`config.mk`:
```
export PLATFORM = sky130hd
export DESIGN_NAME = rxw_slot_writer
export DESIGN_NICKNAME = d
export VERILOG_FILES = /design/src/rtl/rxw_pkg.sv /design/src/rtl/rxw_sat_ctr.sv /design/src/rtl/rxw_free_ctr.sv /design/src/rtl/rxw_cpl_fifo.sv /design/src/rtl/rxw_slot_writer.sv
export SDC_FILE = /design/constraint.sdc
export NUM_CORES = 1
export LEC_CHECK = 0
export BUFFER_PORTS_ARGS = -buffer_cell sky130_fd_sc_hd__buf_2
export CORE_AREA = 4 4 80 137
export DETAILED_ROUTE_END_ITERATION = 8
export DIE_AREA = 0 0 84 141
export PLACE_DENSITY = 0.66
export RECOVER_POWER = 25
export SLEW_MARGIN = 40
export SYNTH_ARGS = -nofsm -noshare
export SYNTH_HDL_FRONTEND = slang
export SYNTH_HIERARCHICAL = 1
export SYNTH_SLANG_ARGS = --single-unit
```
`constraint.sdc`:
```
create_clock -name clk -period 6.85 [get_ports clk]
set_input_delay 1.7125 -clock clk [delete_from_list [all_inputs] [get_ports clk]]
set_output_delay 1.7125 -clock clk [all_outputs]
set_load 0.02 [all_outputs]
```
`src/rtl/rxw_pkg.sv`:
```
package rxw_pkg;

  typedef enum logic [1:0] {
    WR_IDLE = 2'd0,
    WR_FILL = 2'd1,
    WR_SKIP = 2'd2
  } wr_state_e;

  // Next index in a ring of n positions.
  function automatic int wrap_inc(int v, int n);
    return (v + 1 >= n) ? 0 : v + 1;
  endfunction

  // First address of a slot.
  function automatic int slot_base(int slot, int words);
    return slot * words;
  endfunction

  // Stored length for a frame of the given beat count.
  function automatic int clip_len(int beats, int cap);
    return (beats > cap) ? cap : beats;
  endfunction

endpackage

```
`src/rtl/rxw_sat_ctr.sv`:
```
module rxw_sat_ctr #(
  parameter int W = 8
) (
  input  logic         clk,
  input  logic         rst_n,
  input  logic         inc,
  output logic [W-1:0] count
);
  localparam logic [W-1:0] MAXV = {W{1'b1}};

  logic [W-1:0] cnt_q;
  logic         at_max;

  assign at_max = (cnt_q == MAXV);
  assign count  = cnt_q;

  always_ff @(posedge clk) begin
    if (!rst_n)            cnt_q <= '0;
    else if (inc && !at_max) cnt_q <= cnt_q + 1'b1;
  end

  AST_SAT_HOLD: assert property (@(posedge clk) disable iff (!rst_n)
    (count == MAXV) |=> (count == MAXV));
  AST_SAT_NO_SKIP: assert property (@(posedge clk) disable iff (!rst_n)
    (!inc) |=> $stable(count));

endmodule

```
`src/rtl/rxw_free_ctr.sv`:
```
module rxw_free_ctr #(
  parameter int NSLOT = 4
) (
  input  logic clk,
  input  logic rst_n,
  input  logic take,
  input  logic give,
  output logic have_free
);
  localparam int FW = $clog2(NSLOT + 1);

  logic [FW-1:0] free_q;
  logic          give_ok;

  assign give_ok   = give && (free_q < FW'(NSLOT));
  assign have_free = (free_q != '0);

  always_ff @(posedge clk) begin
    if (!rst_n) free_q <= FW'(NSLOT);
    else begin
      case ({give_ok, take})
        2'b10:   free_q <= free_q + 1'b1;
        2'b01:   free_q <= free_q - 1'b1;
        default: free_q <= free_q;
      endcase
    end
  end

  AST_FREE_BOUND: assert property (@(posedge clk) disable iff (!rst_n)
    free_q <= FW'(NSLOT));
  AST_TAKE_NEEDS_FREE: assert property (@(posedge clk) disable iff (!rst_n)
    take |-> (free_q != '0));

endmodule

```
`src/rtl/rxw_cpl_fifo.sv`:
```
module rxw_cpl_fifo
  import rxw_pkg::*;
#(
  parameter int W     = 8,
  parameter int DEPTH = 4
) (
  input  logic                       clk,
  input  logic                       rst_n,
  input  logic                       push,
  input  logic [W-1:0]               din,
  input  logic                       pop,
  output logic                       valid,
  output logic [W-1:0]               dout,
  output logic [$clog2(DEPTH+1)-1:0] level
);
  localparam int PW = (DEPTH > 1) ? $clog2(DEPTH) : 1;
  localparam int CW = $clog2(DEPTH + 1);

  logic [W-1:0]  mem_q [DEPTH];
  logic [PW-1:0] rd_q, wr_q;
  logic [CW-1:0] cnt_q;
  logic          pop_ok;

  assign pop_ok = pop && (cnt_q != '0);
  assign valid  = (cnt_q != '0);
  assign dout   = mem_q[rd_q];
  assign level  = cnt_q;

  always_ff @(posedge clk) begin
    if (!rst_n) begin
      rd_q  <= '0;
      wr_q  <= '0;
      cnt_q <= '0;
      for (int i = 0; i < DEPTH; i++) mem_q[i] <= '0;
    end else begin
      if (push) begin
        mem_q[wr_q] <= din;
        wr_q        <= PW'(wrap_inc(int'(wr_q), DEPTH));
      end
      if (pop_ok) rd_q <= PW'(wrap_inc(int'(rd_q), DEPTH));
      case ({push, pop_ok})
        2'b10:   cnt_q <= cnt_q + 1'b1;
        2'b01:   cnt_q <= cnt_q - 1'b1;
        default: cnt_q <= cnt_q;
      endcase
    end
  end

  AST_NO_OVERFLOW: assert property (@(posedge clk) disable iff (!rst_n)
    push |-> ((cnt_q < CW'(DEPTH)) || pop_ok));
  AST_EMPTY_POP_HOLD: assert property (@(posedge clk) disable iff (!rst_n)
    (pop && !push && cnt_q == '0) |=> (cnt_q == '0));

endmodule

```
`src/rtl/rxw_slot_writer.sv`:
```
module rxw_slot_writer
  import rxw_pkg::*;
#(
  parameter int NSLOT      = 4,
  parameter int SLOT_WORDS = 256,
  parameter int DATA_W     = 8,
  parameter int CNT_W      = 8
) (
  input  logic                              clk,
  input  logic                              rst_n,
  input  logic                              in_valid,
  input  logic [DATA_W-1:0]                 in_data,
  input  logic                              in_last,
  input  logic                              in_err,
  output logic                              mem_we,
  output logic [$clog2(NSLOT*SLOT_WORDS)-1:0] mem_addr,
  output logic [DATA_W-1:0]                 mem_wdata,
  output logic                              cq_valid,
  output logic [$clog2(NSLOT)-1:0]          cq_slot,
  output logic [$clog2(SLOT_WORDS+1)-1:0]   cq_len,
  output logic                              cq_trunc,
  input  logic                              cq_pop,
  input  logic                              rel_strobe,
  output logic [CNT_W-1:0]                  drop_count,
  output logic [CNT_W-1:0]                  err_count
);
  localparam int ADDR_W = $clog2(NSLOT * SLOT_WORDS);
  localparam int SLOT_W = $clog2(NSLOT);
  localparam int OFF_W  = $clog2(SLOT_WORDS + 1);
  localparam int ENT_W  = 1 + OFF_W + SLOT_W;
  localparam logic [OFF_W-1:0] CAP = OFF_W'(SLOT_WORDS);

  wr_state_e         state_q, state_d;
  logic [SLOT_W-1:0] slot_q;
  logic [OFF_W-1:0]  off_q;
  logic              trunc_q;

  // Named events, shared by the logic and the assertions.
  logic              have_free;
  logic              frame_start, accept_start, drop_start;
  logic              fill_beat, fill_room, beat_kept;
  logic              frame_end, commit_evt, err_evt;
  logic [OFF_W-1:0]  beat_off, len_now;
  logic              trunc_now;
  logic [ENT_W-1:0]  ent_in, ent_out;
  logic [$clog2(NSLOT+1)-1:0] cq_level;

  assign frame_start  = in_valid && (state_q == WR_IDLE);
  assign accept_start = frame_start && have_free;
  assign drop_start   = frame_start && !have_free;
  assign fill_beat    = in_valid && (state_q == WR_FILL);
  assign fill_room    = (off_q < CAP);
  assign beat_kept    = accept_start || (fill_beat && fill_room);
  assign frame_end    = (accept_start || fill_beat) && in_last;
  assign commit_evt   = frame_end && !in_err;
  assign err_evt      = frame_end && in_err;

  assign beat_off  = (state_q == WR_IDLE) ? '0 : off_q;
  assign len_now   = beat_kept ? (beat_off + 1'b1) : CAP;
  assign trunc_now = (state_q == WR_FILL) && (trunc_q || !fill_room);

  assign mem_we    = beat_kept;
  assign mem_addr  = ADDR_W'(slot_base(int'(slot_q), SLOT_WORDS) + int'(beat_off));
  assign mem_wdata = in_data;

  always_comb begin
    state_d = state_q;
    case (state_q)
      WR_IDLE: begin
        if (accept_start && !in_last)    state_d = WR_FILL;
        else if (drop_start && !in_last) state_d = WR_SKIP;
      end
      WR_FILL: if (fill_beat && in_last) state_d = WR_IDLE;
      WR_SKIP: if (in_valid && in_last)  state_d = WR_IDLE;
      default: state_d = WR_IDLE;
    endcase
  end

  always_ff @(posedge clk) begin
    if (!rst_n) begin
      state_q <= WR_IDLE;
      slot_q  <= '0;
      off_q   <= '0;
      trunc_q <= 1'b0;
    end else begin
      state_q <= state_d;
      if (accept_start) begin
        off_q   <= OFF_W'(1);
        trunc_q <= 1'b0;
      end else if (fill_beat) begin
        if (fill_room) off_q   <= off_q + 1'b1;
        else           trunc_q <= 1'b1;
      end
      if (commit_evt) slot_q <= SLOT_W'(wrap_inc(int'(slot_q), NSLOT));
    end
  end

  rxw_free_ctr #(.NSLOT(NSLOT)) u_free (
    .clk(clk), .rst_n(rst_n),
    .take(commit_evt), .give(rel_strobe),
    .have_free(have_free)
  );

  assign ent_in = {trunc_now, len_now, slot_q};

  rxw_cpl_fifo #(.W(ENT_W), .DEPTH(NSLOT)) u_cq (
    .clk(clk), .rst_n(rst_n),
    .push(commit_evt), .din(ent_in),
    .pop(cq_pop), .valid(cq_valid), .dout(ent_out), .level(cq_level)
  );

  assign cq_slot  = ent_out[SLOT_W-1:0];
  assign cq_len   = ent_out[SLOT_W +: OFF_W];
  assign cq_trunc = ent_out[ENT_W-1];

  rxw_sat_ctr #(.W(CNT_W)) u_drop (
    .clk(clk), .rst_n(rst_n), .inc(drop_start), .count(drop_count)
  );
  rxw_sat_ctr #(.W(CNT_W)) u_err (
    .clk(clk), .rst_n(rst_n), .inc(err_evt), .count(err_count)
  );

  AST_ADDR_IN_SLOT: assert property (@(posedge clk) disable iff (!rst_n)
    mem_we |-> (int'(mem_addr) / SLOT_WORDS == int'(slot_q)));
  AST_SLOT_ADVANCE: assert property (@(posedge clk) disable iff (!rst_n)
    commit_evt |=> (int'(slot_q) == wrap_inc(int'($past(slot_q)), NSLOT)));
  AST_SLOT_HOLD: assert property (@(posedge clk) disable iff (!rst_n)
    !commit_evt |=> $stable(slot_q));
  AST_LEN_RANGE: assert property (@(posedge clk) disable iff (!rst_n)
    commit_evt |-> (len_now != '0 && len_now <= CAP));
  AST_SKIP_NO_WRITE: assert property (@(posedge clk) disable iff (!rst_n)
    (state_q == WR_SKIP) |-> !mem_we);
  AST_SKIP_NO_ENTRY: assert property (@(posedge clk) disable iff (!rst_n)
    (state_q == WR_SKIP) |=> (cq_level <= $past(cq_level)));
  AST_ERR_NO_ENTRY: assert property (@(posedge clk) disable iff (!rst_n)
    (frame_end && in_err) |=> (cq_level <= $past(cq_level)));

endmodule

```
==> flow_metrics.env, run 1 <==
export IMPL_worst_hold_slack_ns=0.501
export IMPL_synthMuxAreaShare=0.0847
export IMPL_crit_fanout=61
export IMPL_synthCells=395
export IMPL_post_route_min_period_ns=4.67
export IMPL_synth_main_ff_cell="edfxtp_1"
export IMPL_fp_dieW_um=84
export IMPL_syn_avg_cell_area_um2=11.7
export IMPL_synth_top_cell_by_area="edfxtp_1"
export IMPL_drc=0
export IMPL_synth_cell_type_count=57
export IMPL_port_buffers=46
export IMPL_synth_top_area_frac=0.313
export IMPL_tightest_slew_ns=2.41
export IMPL_rsz0062_at_grt="no"
export IMPL_setup_tns_ns=0
export IMPL_firstDrtPassIters=4
export IMPL_viasPerCell=5.40
export IMPL_final_cell_mix="edfxtp_1, and2_1, dfxtp_1"
export IMPL_violations="max-capacitance violations, max-slew violations"
export IMPL_syn_area_um2=4610
export IMPL_cts_made_buffers=9
export IMPL_wl_per_cell_um=15.7
export IMPL_cts_setup_buffers=0
export IMPL_postCtsResizedCells=0
export IMPL_core_area_um2=9850
export IMPL_timing_final_crit_share=0.682
export IMPL_grt_overflow_total=0
export IMPL_crit_type="primary input to register"
export IMPL_synth_compound_area_frac=0.0736
export IMPL_peakVddDrop_v=0.000132
export IMPL_crit_arrival_ns=4.65
export IMPL_root_buffer="clkbuf_16"
export IMPL_layout_cells_non_filler=559
export IMPL_ctsHtreeMaxLevel=3
export IMPL_slew_violations=62
export IMPL_initial_core_util=0.468
export IMPL_ys_warn_count=6
export IMPL_num_rows=48
export IMPL_grt_pass1_vias=2977
export IMPL_gp_congestion=0.860
export IMPL_n_fill_cell=951
export IMPL_clock_sinks=90
export IMPL_die_y_um=141
export IMPL_hpwl_um=6630
export IMPL_synth_fp_nets=422
export IMPL_cts_hold_buf=0
export IMPL_synth_simple_area_share=0.253
export IMPL_dp_cells=544
export IMPL_synth_adder_area_share=0.0358
export IMPL_grt_total_usage=0.158
export IMPL_slew_headroom=-0.607
export IMPL_ant_nets=0
export IMPL_vias=3016
export IMPL_cts_buffer_depth=2
export IMPL_final_nets=457
export IMPL_finalHoldViolations=0
export IMPL_worstSetupEndpointType="register"
export IMPL_worstRegToRegCells=6
export IMPL_insertion_delay_ns=0.34
export IMPL_leakage_nw=1.99
export IMPL_antenna_found_initial=0
export IMPL_synth_xor_area_share=0.0152
export IMPL_status="finished, violations left"
export IMPL_drive_gt1_frac=0.184
export IMPL_crit_path_start_kind="primary input"
export IMPL_min_path_cells=2
export IMPL_grt_first_pass_wirelength_um=14900
export IMPL_max_clock_freq_ghz=0.214
export IMPL_setup_viol=0
export IMPL_antenna_cells=0
export IMPL_synth_top_family_by_area="simple AND/OR/NAND/NOR gates"
export IMPL_seq_area_frac_synth=0.495
export IMPL_finalWirelength_um=8770
export IMPL_synth_edf_count=48
export IMPL_ios=63
export IMPL_areaGrowthSynthToFinish_pct=11.2
export IMPL_hold_path_class="register to register"
export IMPL_path_clk_slew_ns=0.06
export IMPL_grt_max_degree=62
export IMPL_ys_top_cells_by_area="edfxtp_1, dfxtp_1, mux4_2"
export IMPL_mostFrequentLayoutCell="edfxtp_1"
export IMPL_ys_ff_latch=90
export IMPL_p_per_area_nw_per_um2=246
export IMPL_cp_required_ns=6.83
export IMPL_cts_tree="built"
export IMPL_fp_dieArea_um2=11800
export IMPL_fin_util=0.520
export IMPL_synth_async_reset_ratio=0
export IMPL_maxCapViolCount=1
export IMPL_clock_skew_ns=0.00643
export IMPL_first_iter_violations=132
export IMPL_place_area_um2=4860
export IMPL_design_area_um2=5120
==> synthesized netlist by cell type (all sizes together), types with 3 or more instances <==
cell,instances
edfxtp,48
and2,43
dfxtp,42
nand2,32
buf,17
and3,15
o21ai,14
mux2i,12
mux4,12
nor2b,12
a21oi,11
ha,10
inv,10
nand2b,9
nor2,9
or3,9
nand3,8
clkbuf,7
a31oi,6
and4,6
nand4,6
o211a,6
nor3b,5
nand3b,4
o31ai,4
xnor2,4
xor2,4
a21boi,3
nor3,3
nor4bb,3
or2b,3
==> critical path, stage by stage <==
cell and delay [ns]:
buf_2 0.07, clkbuf_1 1.69, nand2_4 0.16, nor3_2 0.50, or2b_1 0.47
==> logic make-up after synthesis <==
group                      after synthesis
and+or+nand+nor                        177
DFF                                     90
AOI/OAI and AO/OA                       50
buffers and inverters                   34
muxes                                   24
adders and majority gates               12
xor gates and xnor gates                 8
==> path summary, 6_finish.rpt <==
check / startpoint / endpoint / slack (ns)
max: rst_n / u_cq/mem_q[0][1] / 2.18
min: off_q[1] / off_q[1] / 0.50
max reg2reg: state_q[0] / u_cq/mem_q[0][1] / 3.88
min reg2reg: off_q[1] / off_q[1] / 0.50
==> layout make-up <==
| cell class | count | area [µm²] | share of cell area |
|---|---|---|---|
| Sequential cell | 90 | 2280 | 0.446 |
| Multi-Input combinational cell | 271 | 2140 | 0.417 |
| Clock buffer | 10 | 229 | 0.0447 |
| Timing Repair Buffer | 48 | 224 | 0.0437 |
| Tap cell | 125 | 156 | 0.0305 |
| Clock inverter | 5 | 55.1 | 0.0107 |
| Inverter | 10 | 37.5 | 0.00733 |
==> where the power goes <==
part           total [W]  internal, W  switching [W]  leakage [nW]
Sequential      0.000621     0.000591      0.0000300         0.832
Combinational   0.000159    0.0000740      0.0000851          1.02
Clock           0.000478     0.000280       0.000198         0.138
==> sequential cells by signal (all words and copies together), names as in the netlist, named ones only <==
register	count
state_q	2
u_err/count	8
u_drop/count	8
u_cq/level	3
slot_q	2
off_q	9
u_cq/wr_q	2
trunc_q	1
u_cq/mem_q	48
u_free/free_q	3
u_cq/rd_q	2
==> per-layer routing <==
layer | vias up | share of wire | global-route usage
li1 | 1513 | - | -
met1 | 1425 | 0.38 | 0.172
met2 | 63 | 0.56 | 0.288
met3 | 15 | 0.038 | 0.0415
met4 | 0 | 0.025 | 0.0678
met5 | - | 0 | 0
==> stage by stage <==
step	total power [W]	setup WS, ns
after CTS	0.00127	2.48
after detailed placement	0.000795	2.49
after floorplan	0.000758	2.63
final	0.00126	2.18
after global routing	0.00131	1.73
after global placement	0.000788	2.54
Note: power is estimated with default switching activity, not from simulation.
==> inputs of run 2 (changes only) <==
ABC_AREA = 1   (was default)
CORE_AREA = 4 4 80 138   (was 4 4 80 137)
DIE_AREA = 0 0 84 142   (was 0 0 84 141)
PLACE_DENSITY = 0.69   (was 0.66)
clock period = 4 ns   (was 6.85 ns; I/O delays follow)
==> flow_metrics.env, run 2 <==
export IMPL_antenna_cells=0
export IMPL_post_route_min_period_ns=3.16
export IMPL_path_clk_slew_ns=0.06
export IMPL_fin_util=0.523
export IMPL_slowest_stage="nand2_1"
export IMPL_slew_violations=36
export IMPL_path_buf_inv=2
export IMPL_top_register="u_cq/mem_q"
export IMPL_crit_path_start_kind="primary input"
export IMPL_min_path_cells=2
export IMPL_die_y_um=142
export IMPL_fp_dieW_um=84
export IMPL_crit_family="simple AND/OR/NAND/NOR gates"
export IMPL_dp_cells=737
export IMPL_synth_top_area_frac=0.307
export IMPL_grt_first_pass_wirelength_um=17700
export IMPL_crit_arrival_ns=3.13
export IMPL_cts_setup_buffers=0
export IMPL_clock_skew_ns=0.00490
export IMPL_synth_fp_nets=616
export IMPL_power_total_w=0.00231
export IMPL_synth_async_reset_ratio=0
export IMPL_timing_final_crit_share=0.789
export IMPL_p_comb_frac=0.221
export IMPL_leakage_nw=2.11
export IMPL_hold_path_class="register to register"
export IMPL_ant_nets=0
export IMPL_cts_tree="built"
export IMPL_seq_area_frac_synth=0.487
export IMPL_setup_viol=0
export IMPL_synthCells=589
export IMPL_rrSetupSlack_ns=0.98
export IMPL_initial_core_util=0.476
export IMPL_min_to="trunc_q"
export IMPL_hpwl_um=8360
export IMPL_seq_power_share=0.459
export IMPL_port_buffers=46
export IMPL_largest_reg_flops=48
export IMPL_p_clk_frac=0.321
export IMPL_synth_cell_type_count=32
export IMPL_areaGrowthSynthToFinish_pct=9.84
export IMPL_clock_sinks=90
export IMPL_ios=63
export IMPL_synth_top_cell_by_area="edfxtp_1"
export IMPL_synth_edf_count=48
export IMPL_finalWirelength_um=10600
export IMPL_ys_ff_latch=90
export IMPL_crit_fanout=14
export IMPL_viasPerCell=5.16
export IMPL_core_area_um2=9850
export IMPL_grt_pass1_vias=3837
export IMPL_ys_warn_count=6
export IMPL_max_clock_freq_ghz=0.317
export IMPL_status="finished, violations left"
export IMPL_top_regs="u_cq/mem_q (48), off_q (9)"
export IMPL_mostFrequentLayoutCell="nor2_1"
export IMPL_insertion_delay_ns=0.33
export IMPL_syn_avg_cell_area_um2=7.96
export IMPL_yosys_cell_count_top_type="nor2_1"
export IMPL_min_delay_start="trunc_q"
export IMPL_postCtsResizedCells=0
export IMPL_dp_slack_ns=0.917
export IMPL_cts_buffer_depth=2
export IMPL_crit_path_frequent_cell="nand2_1"
export IMPL_synth_main_ff_cell="edfxtp_1"
export IMPL_grt_max_degree=36
export IMPL_fp_dieArea_um2=11900
export IMPL_syn_area_um2=4690
export IMPL_gp_congestion=0.975
export IMPL_max_stage_delay_ns=0.45
export IMPL_worstSetupEndpointType="register"
export IMPL_path_cells="clkbuf_1, nand3_1, nand2_1, nand3_1, inv_1, nand2_1, nor2_2, nand2_1, nand2_1"
export IMPL_worstRegToRegCells=9
export IMPL_rsz0062_at_grt="no"
export IMPL_cts_made_buffers=9
export IMPL_ctsHtreeMaxLevel=3
export IMPL_first_iter_violations=176
export IMPL_finalHoldViolations=0
export IMPL_drc=0
export IMPL_drive_gt1_frac=0.123
export IMPL_maxCapViolCount=1
export IMPL_worstReg2RegStart="state_q[0]"
export IMPL_firstDrtPassIters=4
export IMPL_antenna_found_initial=0
export IMPL_grt_overflow_total=0
export IMPL_peakVddDrop_v=0.000214
export IMPL_cts_hold_buf=0
export IMPL_root_buffer="clkbuf_16"
export IMPL_slew_headroom=-0.114
export IMPL_worst_slack_ns=0.843
export IMPL_num_rows=48
export IMPL_wl_per_cell_um=14.1
export IMPL_power_internal_w=0.00160
export IMPL_violations="max-capacitance violations, max-slew violations"
export IMPL_tightest_slew_ns=1.67
export IMPL_p_sw_frac=0.308
export IMPL_rr_endpoint="u_cq/mem_q[1][10]"
export IMPL_ys_top_cells_by_area="edfxtp_1, dfxtp_1, nor2_1"
export IMPL_synth_common_cells="nor2_1, nand2_1, inv_1"
export IMPL_final_nets=650
export IMPL_vias=3885
export IMPL_cp_required_ns=3.97
export IMPL_switchingPower_w=0.000713
export IMPL_layout_cells_non_filler=753
export IMPL_final_cell_mix="nor2_1, nand2_1, inv_1"
export IMPL_setup_tns_ns=0
export IMPL_p_per_area_nw_per_um2=449
export IMPL_crit_type="primary input to register"
export IMPL_grt_total_usage=0.187
run 2: cell types whose count changed in the layout (fill, tap and decap cells not counted), sizes merged, moves of 12 or more:
| cell | before | now |
|---|---|---|
| nor2 | 9 | 143 |
| nand2 | 32 | 109 |
| inv | 11 | 79 |
| and2 | 43 | 1 |
| o21ai | 14 | 38 |
| nand3 | 8 | 30 |
| a21oi | 11 | 29 |
| and3 | 15 | 0 |
| mux2i | 12 | 0 |
| mux4 | 12 | 0 |
| nor2b | 12 | 0 |
| o22ai | 0 | 12 |
run 2: layout make-up:
cell class | count | area (µm²)
sequential | 90 | 2280
multi-input combinational | 394 | 1920
inverter | 79 | 297
fill | 956 | 4700
tap | 125 | 156
clock buffer | 11 | 233
clock inverter | 5 | 32.5
timing repair buffer | 49 | 231
run 2: power by group through the flow:
stage	clock network (W)	logic (W)	registers [W]
after floorplan	0	0.000380	0.00107
after global placement	0	0.000503	0.00108
after detailed placement	0	0.000516	0.00108
after CTS	0.000762	0.000517	0.00106
after global routing	0.000794	0.000573	0.00107
final	0.000742	0.000511	0.00106
run 2: cells by family (layout without fill, tap and decap cells):
logic type      count (synthesis)  count (layout)  synth area share
xor+xnor                        2               2           0.00374
buf+inv                       105             144             0.102
fa+ha+maj                      12              12            0.0352
simple gates                  299             299             0.281
flops                          90              90             0.487
compound gates                 81              81            0.0915
run 2: worst min-delay path, cell delays in order (launching register included):
cell     delay (ns)
dfxtp_1        0.30
inv_1          0.06
a21oi_1        0.06
run 2: worst max path at each step:
| stage | from | endpoint | slack [ns] | cells after the start |
|---|---|---|---|---|
| after floorplan | in_valid | u_cq/mem_q[3][0] | 1.46 | 9 |
| after global placement | in_valid | u_cq/mem_q[1][0] | 1.01 | 9 |
| after detailed placement | in_valid | u_cq/mem_q[1][1] | 0.92 | 9 |
| after CTS | register | cq_slot[0] | 1.08 | 5 |
| after global routing | in_valid | u_cq/mem_q[1][3] | 0.51 | 9 |
| final | in_valid | u_cq/mem_q[1][10] | 0.84 | 9 |
run 2: per-stage QoR:
stage | instance area, µm² | hold WS, ns
finish | 5150 | 0.458
global route | 5150 | 0.478
global placement | 4920 | 0.438
detailed placement | 4920 | 0.452
CTS | 5180 | 0.461
floorplan | 4690 | 0.428
run 2: metal layers:
| metal | vias to the layer above | global-route usage | share of wire |
|---|---|---|---|
| met1 | 1801 | 0.186 | 0.36 |
| met2 | 92 | 0.358 | 0.55 |
| met5 | - | 0 | 0 |
| li1 | 1958 | - | - |
| met4 | 0 | 0.112 | 0.048 |
| met3 | 34 | 0.0319 | 0.040 |
==> inputs of run 3 (changes only) <==
clock period = 2.8 ns   (was 4 ns; I/O delays follow)
==> flow_metrics.env, run 3 (synthesis gave the netlist of run 2 again) <==
export IMPL_rr_endpoint="u_cq/mem_q[1][6]"
export IMPL_insertion_delay_ns=0.34
export IMPL_cts_buffer_depth=2
export IMPL_grt_overflow_total=0
export IMPL_root_buffer="clkbuf_16"
export IMPL_finalHoldViolations=0
export IMPL_cts_setup_buffers=0
export IMPL_crit_fanout=24
export IMPL_postCtsResizedCells=0
export IMPL_hold_path_class="register to register"
export IMPL_crit_type="register to output port"
export IMPL_largest_reg_flops=48
export IMPL_crit_arrival_ns=1.81
export IMPL_num_rows=48
export IMPL_grt_first_pass_wirelength_um=17900
export IMPL_ant_nets=0
export IMPL_core_area_um2=9850
export IMPL_worst_path_stages=4
export IMPL_firstDrtPassIters=5
export IMPL_timing_final_crit_share=0.897
export IMPL_cts_made_buffers=9
export IMPL_power_total_w=0.00330
export IMPL_path_clk_slew_ns=0.06
export IMPL_top_register="u_cq/mem_q"
export IMPL_dp_cells=742
export IMPL_setup_viol=0
export IMPL_fp_dieArea_um2=11900
export IMPL_top_regs="u_cq/mem_q (48), off_q (9)"
export IMPL_slew_violations=0
export IMPL_ios=63
export IMPL_setup_tns_ns=0
export IMPL_p_per_area_nw_per_um2=638
export IMPL_leakage_nw=2.11
export IMPL_min_path_cells=2
export IMPL_min_to="u_free/free_q[2]"
export IMPL_rrSetupSlack_ns=0.33
export IMPL_clock_skew_ns=0.00412
export IMPL_viasPerCell=5.13
export IMPL_crit_family="buffers and inverters"
export IMPL_min_delay_start="u_free/free_q[2]"
export IMPL_mostFrequentLayoutCell="nor2_1"
export IMPL_path_cells="inv_1, o21ai_0, o22ai_1, buf_2"
export IMPL_grt_max_degree=32
export IMPL_drive_gt1_frac=0.124
export IMPL_areaGrowthSynthToFinish_pct=10.3
export IMPL_worstRegToRegCells=9
export IMPL_final_nets=655
export IMPL_first_iter_violations=198
export IMPL_layout_cells_non_filler=756
export IMPL_tightest_slew_ns=0.639
export IMPL_die_y_um=142
export IMPL_rsz0062_at_grt="no"
export IMPL_initial_core_util=0.476
export IMPL_antenna_found_initial=0
export IMPL_slowest_stage="inv_1"
export IMPL_port_buffers=46
export IMPL_post_route_min_period_ns=2.51
export IMPL_finalWirelength_um=11100
export IMPL_max_clock_freq_ghz=0.398
export IMPL_grt_pass1_vias=3739
export IMPL_slew_headroom=0.574
export IMPL_worstReg2RegStart="state_q[0]"
export IMPL_path_buf_inv=2
export IMPL_cts_hold_buf=0
export IMPL_drc=0
export IMPL_maxCapViolCount=0
export IMPL_peakVddDrop_v=0.000317
export IMPL_cts_tree="built"
export IMPL_clock_sinks=90
export IMPL_crit_path_start_kind="register"
export IMPL_hpwl_um=8520
export IMPL_max_stage_delay_ns=0.47
export IMPL_grt_total_usage=0.193
export IMPL_antenna_cells=0
export IMPL_wl_per_cell_um=14.7
export IMPL_final_cell_mix="nor2_1, nand2_1, inv_1"
export IMPL_vias=3880
export IMPL_worstSetupEndpointType="output port"
export IMPL_fp_dieW_um=84
export IMPL_ctsHtreeMaxLevel=3
export IMPL_cp_required_ns=2.10
export IMPL_status="finished, final reports clean"
export IMPL_gp_congestion=0.896
[run 3: how the worst max path moves through the flow]
stage	from	endpoint	slack, ns
2_1_floorplan	in_valid	u_cq/mem_q[3][0]	0.56
3_3_place_gp	in_valid	u_cq/mem_q[3][11]	0.22
3_5_place_dp	in_valid	u_cq/mem_q[3][7]	0.14
4_1_cts	state_q[0]	u_cq/mem_q[3][6]	0.25
5_1_grt	state_q[0]	u_cq/mem_q[1][8]	0.13
6_report	register	cq_len[0]	0.29
[run 3: worst reg2reg max path: stages, from the launching register on]
cell and delay [ns]:
dfxtp_1 0.35, nor2_4 0.31, nand3_1 0.25, nand2_1 0.16
nand3_2 0.12, inv_1 0.16, nand2_2 0.11, nor2_2 0.14
nand2_1 0.11, nand2_1 0.41
[run 3: metal layers]
layer,share of wire,track usage
met1,0.36,0.183
met2,0.56,0.368
met3,0.043,0.0516
met4,0.042,0.110
met5,0,0
[run 3: power breakdown]
| part | internal (W) | switching [W] | leakage [nW] | total, W |
|---|---|---|---|---|
| logic | 0.000226 | 0.000520 | 1.16 | 0.000747 |
| clock network | 0.000583 | 0.000453 | 0.114 | 0.00104 |
| registers | 0.00147 | 0.0000537 | 0.837 | 0.00152 |
| total | 0.00227 | 0.00103 | 2.11 | 0.00330 |
[run 3: per-stage QoR]
stage,cell area (µm²),utilization,setup slack [ns],hold slack [ns]
after floorplan,4690,-,0.561,0.428
after global placement,4960,0.503,0.216,0.436
after detailed placement,4960,0.503,0.144,0.451
after CTS,5210,0.529,0.252,0.466
after global routing,5170,0.525,0.128,0.490
final,5170,0.525,0.290,0.466
[run 3: final cells by class]
type | count | area, µm²
clock inverters | 4 | 21.3
multi-input cells | 394 | 1930
well taps | 125 | 156
inverters | 79 | 297
clock buffers | 10 | 229
repair buffers | 54 | 262
fillers | 958 | 4670
flip-flops and latches | 90 | 2280
